<file path="src/rtl/pf_pkg.sv">
package pf_pkg;
    localparam int unsigned PF_AW           = 32;
    localparam int unsigned PF_DW           = 32;
    localparam int unsigned PF_DEPTH        = 3;
    localparam int unsigned PF_MAX_INFLIGHT = 4;

    typedef logic [PF_AW-1:0] pf_addr_t;

    // Clear the byte-offset bits of a fetch address.
    function automatic pf_addr_t pf_align(input pf_addr_t a);
        return a & ~pf_addr_t'(3);
    endfunction
endpackage

</file>
<file path="src/rtl/pf_issue.sv">
// Address-generation and fetch-request stages.
module pf_issue #(
    parameter int unsigned AW = 32
) (
    input  logic          clk,
    input  logic          rst,
    input  logic [AW-1:0] reset_vec,
    input  logic          redir_valid,
    input  logic [AW-1:0] redir_target,
    input  logic          launch_ok,
    input  logic          gnt_fire,
    input  logic          bus_gnt,
    output logic          bus_req,
    output logic [AW-1:0] bus_addr
);
    localparam logic [AW-1:0] LOW_MASK = AW'(3);
    localparam logic [AW-1:0] STRIDE   = AW'(4);

    typedef struct packed {
        logic [AW-1:0] pc;
        logic          req_v;
        logic [AW-1:0] req_a;
    } issue_st_t;

    issue_st_t st_q, st_d;

    always_comb begin
        st_d = st_q;
        if (redir_valid) begin
            st_d.pc    = redir_target & ~LOW_MASK;
            st_d.req_v = 1'b0;
        end else if ((!st_q.req_v || gnt_fire) && launch_ok) begin
            st_d.req_v = 1'b1;
            st_d.req_a = st_q.pc;
            st_d.pc    = st_q.pc + STRIDE;
        end else if (gnt_fire) begin
            st_d.req_v = 1'b0;
        end
    end

    always_ff @(posedge clk) begin
        if (rst) begin
            st_q.pc    <= reset_vec & ~LOW_MASK;
            st_q.req_v <= 1'b0;
            st_q.req_a <= '0;
        end else begin
            st_q <= st_d;
        end
    end

    assign bus_req  = st_q.req_v;
    assign bus_addr = st_q.req_a;

    assert_reset_idle_R1: assert property (@(posedge clk) disable iff (rst)
        $past(rst) |-> !bus_req);

    assert_addr_align_R2: assert property (@(posedge clk) disable iff (rst)
        bus_req |-> (bus_addr[1:0] == 2'b00));

    assert_redir_gap_R3: assert property (@(posedge clk) disable iff (rst)
        redir_valid |=> !bus_req);

    assert_req_hold_R9: assert property (@(posedge clk) disable iff (rst)
        (bus_req && !bus_gnt && !redir_valid) |=> (bus_req && $stable(bus_addr)));
endmodule

</file>
<file path="src/rtl/pf_track.sv">
// Counts granted fetches still owed by the bus, and how many of them are stale.
module pf_track #(
    parameter int unsigned MAX_INFLIGHT = 4,
    localparam int unsigned IW = $clog2(MAX_INFLIGHT + 1)
) (
    input  logic          clk,
    input  logic          rst,
    input  logic          redir_valid,
    input  logic          gnt_fire,
    input  logic          rsp_valid,
    output logic [IW-1:0] inflight_q,
    output logic [IW-1:0] stale_q,
    output logic [IW-1:0] inflight_d,
    output logic [IW-1:0] stale_d
);
    typedef struct packed {
        logic [IW-1:0] inflight;
        logic [IW-1:0] stale;
    } trk_st_t;

    trk_st_t st_q, st_d;

    always_comb begin
        st_d = st_q;
        st_d.inflight = st_q.inflight + IW'(gnt_fire) - IW'(rsp_valid);
        if (redir_valid) begin
            st_d.stale = st_d.inflight;
        end else if (rsp_valid && (st_q.stale != '0)) begin
            st_d.stale = st_q.stale - IW'(1);
        end
    end

    always_ff @(posedge clk) begin
        if (rst) st_q <= '0;
        else     st_q <= st_d;
    end

    assign inflight_q = st_q.inflight;
    assign stale_q    = st_q.stale;
    assign inflight_d = st_d.inflight;
    assign stale_d    = st_d.stale;

    assert_rsp_owed_R8: assert property (@(posedge clk) disable iff (rst)
        rsp_valid |-> (inflight_q != '0));

    assert_stale_subset_R8: assert property (@(posedge clk) disable iff (rst)
        stale_q <= inflight_q);

    assert_inflight_cap_R4: assert property (@(posedge clk) disable iff (rst)
        inflight_q <= IW'(MAX_INFLIGHT));
endmodule

</file>
<file path="src/rtl/pf_fifo.sv">
// Small circular decoupling buffer with flush.
module pf_fifo #(
    parameter int unsigned DEPTH = 3,
    parameter int unsigned DW    = 32,
    localparam int unsigned CW = $clog2(DEPTH + 1),
    localparam int unsigned PW = (DEPTH > 1) ? $clog2(DEPTH) : 1
) (
    input  logic          clk,
    input  logic          rst,
    input  logic          flush,
    input  logic          push,
    input  logic          pop,
    input  logic [DW-1:0] wdata,
    output logic [DW-1:0] head,
    output logic          empty,
    output logic [CW-1:0] cnt_q,
    output logic [CW-1:0] cnt_d
);
    typedef struct packed {
        logic [PW-1:0] rd;
        logic [PW-1:0] wr;
        logic [CW-1:0] cnt;
    } fifo_st_t;

    fifo_st_t st_q, st_d;
    logic [DW-1:0] mem_q [DEPTH];
    logic [DW-1:0] mem_d [DEPTH];

    function automatic logic [PW-1:0] wrap_inc(input logic [PW-1:0] p);
        return (p == PW'(DEPTH - 1)) ? '0 : p + PW'(1);
    endfunction

    always_comb begin
        st_d  = st_q;
        mem_d = mem_q;
        if (flush) begin
            st_d = '0;
        end else begin
            if (pop) st_d.rd = wrap_inc(st_q.rd);
            if (push) begin
                mem_d[st_q.wr] = wdata;
                st_d.wr        = wrap_inc(st_q.wr);
            end
            st_d.cnt = st_q.cnt + CW'(push) - CW'(pop);
        end
    end

    always_ff @(posedge clk) begin
        if (rst) st_q <= '0;
        else     st_q <= st_d;
        mem_q <= mem_d;
    end

    assign head  = mem_q[st_q.rd];
    assign empty = (st_q.cnt == '0);
    assign cnt_q = st_q.cnt;
    assign cnt_d = st_d.cnt;

    assert_no_overflow_R4: assert property (@(posedge clk) disable iff (rst)
        (push && !flush) |-> ((st_q.cnt < CW'(DEPTH)) || pop));

    assert_no_underflow_R4: assert property (@(posedge clk) disable iff (rst)
        pop |-> !empty);
endmodule

</file>
<file path="src/rtl/insn_prefetch.sv">
// Decoupled instruction prefetch unit: top level.
module insn_prefetch
    import pf_pkg::*;
#(
    parameter int unsigned AW           = PF_AW,
    parameter int unsigned DW           = PF_DW,
    parameter int unsigned DEPTH        = PF_DEPTH,
    parameter int unsigned MAX_INFLIGHT = PF_MAX_INFLIGHT
) (
    input  logic          clk,
    input  logic          rst,
    input  logic [AW-1:0] reset_vec,
    input  logic          redir_valid,
    input  logic [AW-1:0] redir_target,
    output logic          bus_req,
    output logic [AW-1:0] bus_addr,
    input  logic          bus_gnt,
    input  logic          bus_rvalid,
    input  logic [DW-1:0] bus_rdata,
    output logic          out_valid,
    output logic [DW-1:0] out_data,
    input  logic          out_ready
);
    localparam int unsigned IW = $clog2(MAX_INFLIGHT + 1);
    localparam int unsigned CW = $clog2(DEPTH + 1);
    localparam int unsigned OW = 8;

    logic          gnt_fire;
    logic          launch_ok;
    logic          rsp_keep;
    logic          buf_empty;
    logic          buf_push;
    logic          buf_pop;
    logic [DW-1:0] buf_head;
    logic [CW-1:0] buf_cnt_q;
    logic [CW-1:0] buf_cnt_d;
    logic [IW-1:0] inflight_q;
    logic [IW-1:0] stale_q;
    logic [IW-1:0] inflight_d;
    logic [IW-1:0] stale_d;
    logic [OW-1:0] occ_next;

    assign gnt_fire = bus_req & bus_gnt;

    // A response is kept only if it is not owed to an older stream.
    assign rsp_keep = bus_rvalid && (stale_q == '0) && !redir_valid;

    // Output: buffer head first, otherwise bypass the arriving word.
    always_comb begin
        out_valid = !redir_valid && (!buf_empty || rsp_keep);
        out_data  = buf_empty ? bus_rdata : buf_head;
        buf_pop   = !redir_valid && !buf_empty && out_ready;
        buf_push  = rsp_keep && !(buf_empty && out_ready);
    end

    // Credit: buffered words plus live owed fetches must leave room.
    always_comb begin
        occ_next  = OW'(buf_cnt_d) + OW'(inflight_d) - OW'(stale_d);
        launch_ok = (occ_next < OW'(DEPTH)) && (inflight_d < IW'(MAX_INFLIGHT));
    end

    pf_issue #(.AW(AW)) u_issue (
        .clk          (clk),
        .rst          (rst),
        .reset_vec    (reset_vec),
        .redir_valid  (redir_valid),
        .redir_target (redir_target),
        .launch_ok    (launch_ok),
        .gnt_fire     (gnt_fire),
        .bus_gnt      (bus_gnt),
        .bus_req      (bus_req),
        .bus_addr     (bus_addr)
    );

    pf_track #(.MAX_INFLIGHT(MAX_INFLIGHT)) u_track (
        .clk         (clk),
        .rst         (rst),
        .redir_valid (redir_valid),
        .gnt_fire    (gnt_fire),
        .rsp_valid   (bus_rvalid),
        .inflight_q  (inflight_q),
        .stale_q     (stale_q),
        .inflight_d  (inflight_d),
        .stale_d     (stale_d)
    );

    pf_fifo #(.DEPTH(DEPTH), .DW(DW)) u_fifo (
        .clk   (clk),
        .rst   (rst),
        .flush (redir_valid),
        .push  (buf_push),
        .pop   (buf_pop),
        .wdata (bus_rdata),
        .head  (buf_head),
        .empty (buf_empty),
        .cnt_q (buf_cnt_q),
        .cnt_d (buf_cnt_d)
    );

    assert_occupancy_R4: assert property (@(posedge clk) disable iff (rst)
        (OW'(buf_cnt_q) + OW'(inflight_q) - OW'(stale_q) + OW'(bus_req)) <= OW'(DEPTH));

    assert_out_hold_R6: assert property (@(posedge clk) disable iff (rst)
        (out_valid && !out_ready && !redir_valid) |=>
        (redir_valid || (out_valid && $stable(out_data))));

    assert_redir_silent_R7: assert property (@(posedge clk) disable iff (rst)
        redir_valid |-> !out_valid);

    assert_reset_quiet_R1: assert property (@(posedge clk) disable iff (rst)
        $past(rst) |-> !out_valid);
endmodule

</file>
<file path="config.mk">
export PLATFORM = sky130hd
export DESIGN_NAME = insn_prefetch
export DESIGN_NICKNAME = d
export VERILOG_FILES = /design/src/rtl/pf_pkg.sv /design/src/rtl/pf_issue.sv /design/src/rtl/pf_track.sv /design/src/rtl/pf_fifo.sv /design/src/rtl/insn_prefetch.sv
export SDC_FILE = /design/constraint.sdc
export NUM_CORES = 1
export LEC_CHECK = 0
export ABC_AREA = 1
export BUFFER_PORTS_ARGS = -buffer_cell sky130_fd_sc_hd__buf_2
export CELL_PAD_IN_SITES_DETAIL_PLACEMENT = 0
export CELL_PAD_IN_SITES_GLOBAL_PLACEMENT = 2
export CORE_ASPECT_RATIO = 0.8
export CORE_MARGIN = 4
export CORE_UTILIZATION = 37
export CTS_CLUSTER_SIZE = 28
export DETAILED_ROUTE_END_ITERATION = 10
export GPL_TIMING_DRIVEN = 0
export PLACE_DENSITY = 0.9
export RECOVER_POWER = 100
export SETUP_SLACK_MARGIN = 0.05
export SYNTH_ARGS = -nofsm -noshare
export SYNTH_HDL_FRONTEND = slang
export SYNTH_HIERARCHICAL = 1
export SYNTH_SLANG_ARGS = --single-unit
</file>
<file path="constraint.sdc">
create_clock -name clk -period 13.2 [get_ports clk]
set_input_delay 0.66 -clock clk [delete_from_list [all_inputs] [get_ports clk]]
set_output_delay 0.66 -clock clk [all_outputs]
set_load 0.01 [all_outputs]
</file>
**Word level (Yosys, flattened, before mapping)**

Cells that the tools add are included.
W data, S select, Z words.

- $lt $le $gt $ge: 5
- Reductions and logical operators: 25
- Bitwise logic cells: 4
- Add/subtract/negate cells: 10
- Muxes and demuxes: 19
- Equality and inequality tests: 2

Operator list:

| kind | number |
|---|---|
| $mux W32 | 7 |
| $bwmux W96 | 1 |
| $mux W65 | 1 |
| $bmux W32 S2 | 1 |
| $demux W32 S2 | 1 |
| $mux W33 | 1 |
| $add A32 B3 Y32 const B | 1 |
| $logic_and A1 B1 Y1 | 11 |
| $lt A8 B2 Y1 const B | 1 |
| $ge A3 B3 Y1 const B | 2 |
| $mux W2 | 3 |
| $mux W3 | 2 |
| $not A2 Y3 | 2 |
| $reduce_bool A3 Y1 | 2 |
| $sub A4 B3 Y5 | 1 |
| $add A2 B1 Y2 const B | 2 |
| $add A2 B3 Y4 | 1 |
| $eq A2 B2 Y1 const B | 2 |
| $logic_not A1 Y1 | 4 |
| $reduce_and A2 Y1 | 2 |
| $add A3 B1 Y3 | 1 |
| $logic_not A3 Y1 | 1 |
| $lt A3 B1 Y1 const B | 1 |
| $lt A3 B3 Y1 const B | 1 |
| 11 further kinds | 13 |

- Register bits after elaboration: 173
- Bits of input ports: 102
- Output and inout port bits: 66
- Word-level logic and storage cells: 77

**Longest topological paths before layout**

- Depth after elaboration: 15
- Mapped depth: 24
- Mapped depth without buffers: 22

**Hierarchy**

Netlist, hierarchy kept.

By module, submodules not included:

| module | seq. area each (sq um) | instances | area each (sq um) | cells an instance |
|---|---|---|---|---|
| pf_issue | 1521.5 | 1 | 3836.2 | 542 |
| pf_fifo | 3002.9 | 1 | 3811.2 | 287 |
| insn_prefetch | 0.0 | 1 | 792.0 | 77 |
| pf_track | 120.1 | 1 | 384.1 | 55 |

**Worst setup path after synthesis**

Ideal clock, no wire load.

- Path type: flip-flop to flip-flop
- Start point: register u_fifo.st_q, in the netlist u_fifo/cnt_q[1]
- End point: register u_issue/st_q[35] (netlist bit) (enable)
- Clock period less this slack: 4.516 ns
- Slack: 8.684 ns
- Required time: 12.657 ns
- Cell stages (with the launch flop): 22
- Path buffers: 2
- Library setup time: 0.543 ns
- Data arrival time: 3.973 ns
- Path through: dfxtp_1 > nor2_1 > buf_6 > buf_8 > nor3b_1 > ha_1 > inv_1 > ha_1 > nand3b_1 > nand3_1 > inv_1 > inv_1 > fa_1 > inv_1 > fa_1 > nand2_1 > nand2_1 > nor2_1 > nand3_1 > nor2_1 > nand2_1 > nand3_1

- Elaborated cells on any way between the ends: 16
- Those cells by class: add/sub (4); order compare (1); mux (1); reduce/logical (10)

RTL lines:

| what | RTL line | source |
|---|---|---|
| start: declaration | pf_fifo.sv:25 | `fifo_st_t st_q, st_d;` |
| start signal: assignment | pf_fifo.sv:50 | `else st_q <= st_d;` |
| $logic_not A2 Y1 | pf_fifo.sv:55 | `assign empty = (st_q.cnt == '0);` |
| net buf_empty | insn_prefetch.sv:31 | `logic buf_empty;` |
| $logic_not A1 Y1 | insn_prefetch.sv:52 | `buf_pop = !redir_valid && !buf_empty && out_ready;` |
| $logic_and A1 B1 Y1 (2 in a row) | insn_prefetch.sv:52 |  |
| net buf_pop | insn_prefetch.sv:33 | `logic buf_pop;` |
| $sub A2 B1 Y2 | pf_fifo.sv:44 | `st_d.cnt = st_q.cnt + CW'(push) - CW'(pop);` |
| $mux W2 | pf_fifo.sv:36 | `if (flush) begin` |
| net buf_cnt_d[1] | insn_prefetch.sv:36 | `logic [CW-1:0] buf_cnt_d;` |
| $add A2 B3 Y4 | insn_prefetch.sv:58 | `occ_next = OW'(buf_cnt_d) + OW'(inflight_d) - OW'(stale_d);` |
| $sub A4 B3 Y5 | insn_prefetch.sv:58 |  |
| $lt A8 B2 Y1 | insn_prefetch.sv:59 | `launch_ok = (occ_next < OW'(DEPTH)) && (inflight_d < IW'(MAX_INFLIGHT));` |
| $logic_and A1 B1 Y1 | insn_prefetch.sv:59 |  |
| net launch_ok | insn_prefetch.sv:29 | `logic launch_ok;` |
| $logic_and A1 B1 Y1 | pf_issue.sv:32 | `end else if ((!st_q.req_v \|\| gnt_fire) && launch_ok) begin` |
| $reduce_bool A3 Y1 (no source line) | - |  |
| end signal: assignment | pf_issue.sv:47 | `st_q <= st_d;` |
| end: declaration | pf_issue.sv:25 | `issue_st_t st_q, st_d;` |

The timed path passes the listed nets, and every way through them passes these cells.
A chain may end at the register's enable or synchronous reset.

**Worst setup path in the final report**

- Start point: register u_fifo.st_q, in the netlist u_fifo/cnt_q[1]
- End point: register u_issue/st_q[47] (netlist bit) (enable)

The elaborated chain is that of the path after synthesis.

==> impl_metrics.tcl <==
set metrics [dict create \
    drt_iter0_drc 354 \
    core_region_area_mm2 0.0234 \
    mostFrequentLayoutCells "nand2_1, edfxtp_1, buf_2, clkbuf_1, inv_1" \
    final_layout_size_suffix_gt1_frac 0.179 \
    grt_max_degree 31 \
    cp-start-kind "flop" \
    avgSynthCellArea_um2 9.19 \
    cts_sinks 169 \
    critPathMaxFanout 30 \
    portBuffers 161 \
    crit_type "flop to flop" \
    gp_congestion 0.807 \
    violations "max-capacitance violations, max-slew violations" \
    cts_made_buffers 17 \
    drv_cap 2 \
    layout_commonest_cell "nand2_1" \
    grt_pass1_wl_um 35700 \
    n_antenna_cell 0 \
    min_period_ps 6000 \
    ant_nets 0 \
    hold_path_class "flop to flop" \
    slew_headroom -0.0855 \
    die_h_um 146 \
    first_global_vias 6650 \
    period_share 0.454 \
    cts_hold_buf 0 \
    max_freq_mhz 167 \
    yosys_warnings 6 \
    crit_chain "nor2_1 -> clkbuf_1 -> clkbuf_1 -> nor3b_1 -> ha_1 -> inv_1 -> ha_1 -> nand3b_1 -> nand3_1 -> inv_1 -> inv_1 -> fa_1 -> inv_1 -> fa_1 -> nand2_1 -> nand2_1 -> nor2_1 -> nand3_1 -> nor2_1 -> nand2_1 -> nand3_1" \
    crit_top_cell "inv_1" \
    grt_antenna_before_repair 0 \
    drc 0 \
    die-area_mm2 0.0264 \
    maxSlewViolCount 57 \
    tritoncts "done" \
    syn_area_mm2 0.00881 \
    ir_worst_vdd_mv 0.0770 \
    ios 168 \
    wl_per_cell_um 15.5 \
    slowest_stage "nand3_1" \
    initial_core_util 0.376 \
    cp-end-kind "flop" \
    h-tree-depth 4 \
    post_cts_buffers 0 \
    finalSetupViolations 0 \
    power_density_mw_per_mm2 145 \
    max_stage_delay_ps 1100 \
    chipWidth_um 181 \
    first_pass_iters 5 \
    drt_wl_total_um 22800 \
    hold_viol_final 0 \
    synthCells 959 \
    overflow 0 \
    vias 6850 \
    area_growth_pct 18.5 \
    status "finished, violations left" \
    cts.repair.resized 0 \
    clockBufferDepth 2 \
    power_leakage_nw 4.23 \
    layoutNonFillerInstCount 1471 \
    finalClockSkew_ps 11.0 \
    worstPathArrival_ps 5720 \
    setup_tns_ps 0 \
    clock_latency_ps 430 \
    root_buffer "clkbuf_16" \
    rsz0062_at_grt "false" \
    tightest_slew_ps 1630 \
    avgViaCountPerCell 4.66 \
    placed_cells 1439 \
    placementRows 50 \
    dp_hpwl_um 17200 \
    clk_pin_slew_worst_paths_ps 70 \
    grt_usage 0.171 \
    fin_nets 1264 \
    crit_required_ps 12930 \
]
-- routing by layer --
metal  global-route usage  vias up  wire (µm)
li1                     -     3500          -
met1                0.259     3175      12000
met2                0.252      161       9580
met3               0.0392       14       1030
met4               0.0336        0        173
met5                    0        -          0
-- worst paths after layout --
kind	from	depth (start not counted)	end	slack, ps
max	u_fifo/cnt_q[1]	21	u_issue/st_q[47]	7200
min	u_issue/bus_addr[29]	2	u_issue/bus_addr[29]	450
max reg2reg	u_fifo/cnt_q[1]	21	u_issue/st_q[47]	7200
min reg2reg	u_issue/bus_addr[29]	2	u_issue/bus_addr[29]	450
-- worst max-delay path: cells and delay by family, from the launching register on --
family | cells | cell delay, ps
buffers and inverters | 6 | 1320
AND/OR/NAND/NOR | 11 | 2080
adder cells (fa/ha/maj) | 4 | 1550
flip-flops | 1 | 340
-- sequential cells by signal, summed over array words and instances, names as in the netlist --
| register | cells |
|---|---|
| u_fifo/cnt_q | 2 |
| u_fifo/mem_q | 96 |
| u_fifo/st_q | 4 |
| u_issue/bus_addr | 30 |
| u_issue/bus_req | 1 |
| u_issue/st_q | 30 |
| u_track/inflight_q | 3 |
| u_track/stale_q | 3 |
-- final cells by class --
class,instances,area [µm²]
Buffer,66,417
Clock buffer,17,425
Clock inverter,15,223
Fill cell,2411,13000
Inverter,97,372
Multi-Input combinational cell,628,3220
Sequential cell,169,4640
Tap cell,312,390
Timing Repair Buffer,167,746
-- power breakdown --
| group | leakage (nW) | internal (mW) | total (mW) | switching (mW) |
|---|---|---|---|---|
| Combinational | 2.40 | 0.129 | 0.320 | 0.191 |
| Clock | 0.312 | 0.279 | 0.527 | 0.248 |
| Sequential | 1.52 | 0.626 | 0.669 | 0.0435 |
| Total | 4.23 | 1.03 | 1.52 | 0.483 |
-- stage by stage --
| step | instance area (µm²) | setup slack, ps | hold WS (ps) | total power, mW | util |
|---|---|---|---|---|---|
| 2_1_floorplan | 8810 | 8710 | 424 | 0.899 | - |
| 3_3_place_gp | 10000 | 7340 | 435 | 1.01 | 0.428 |
| 3_5_place_dp | 10100 | 8140 | 436 | 1.02 | 0.433 |
| 4_1_cts | 10800 | 8230 | 425 | 1.55 | 0.460 |
| 5_1_grt | 10400 | 6740 | 466 | 1.61 | 0.446 |
| 6_report | 10400 | 7200 | 445 | 1.52 | 0.446 |
(Power assumes the default switching activity.)
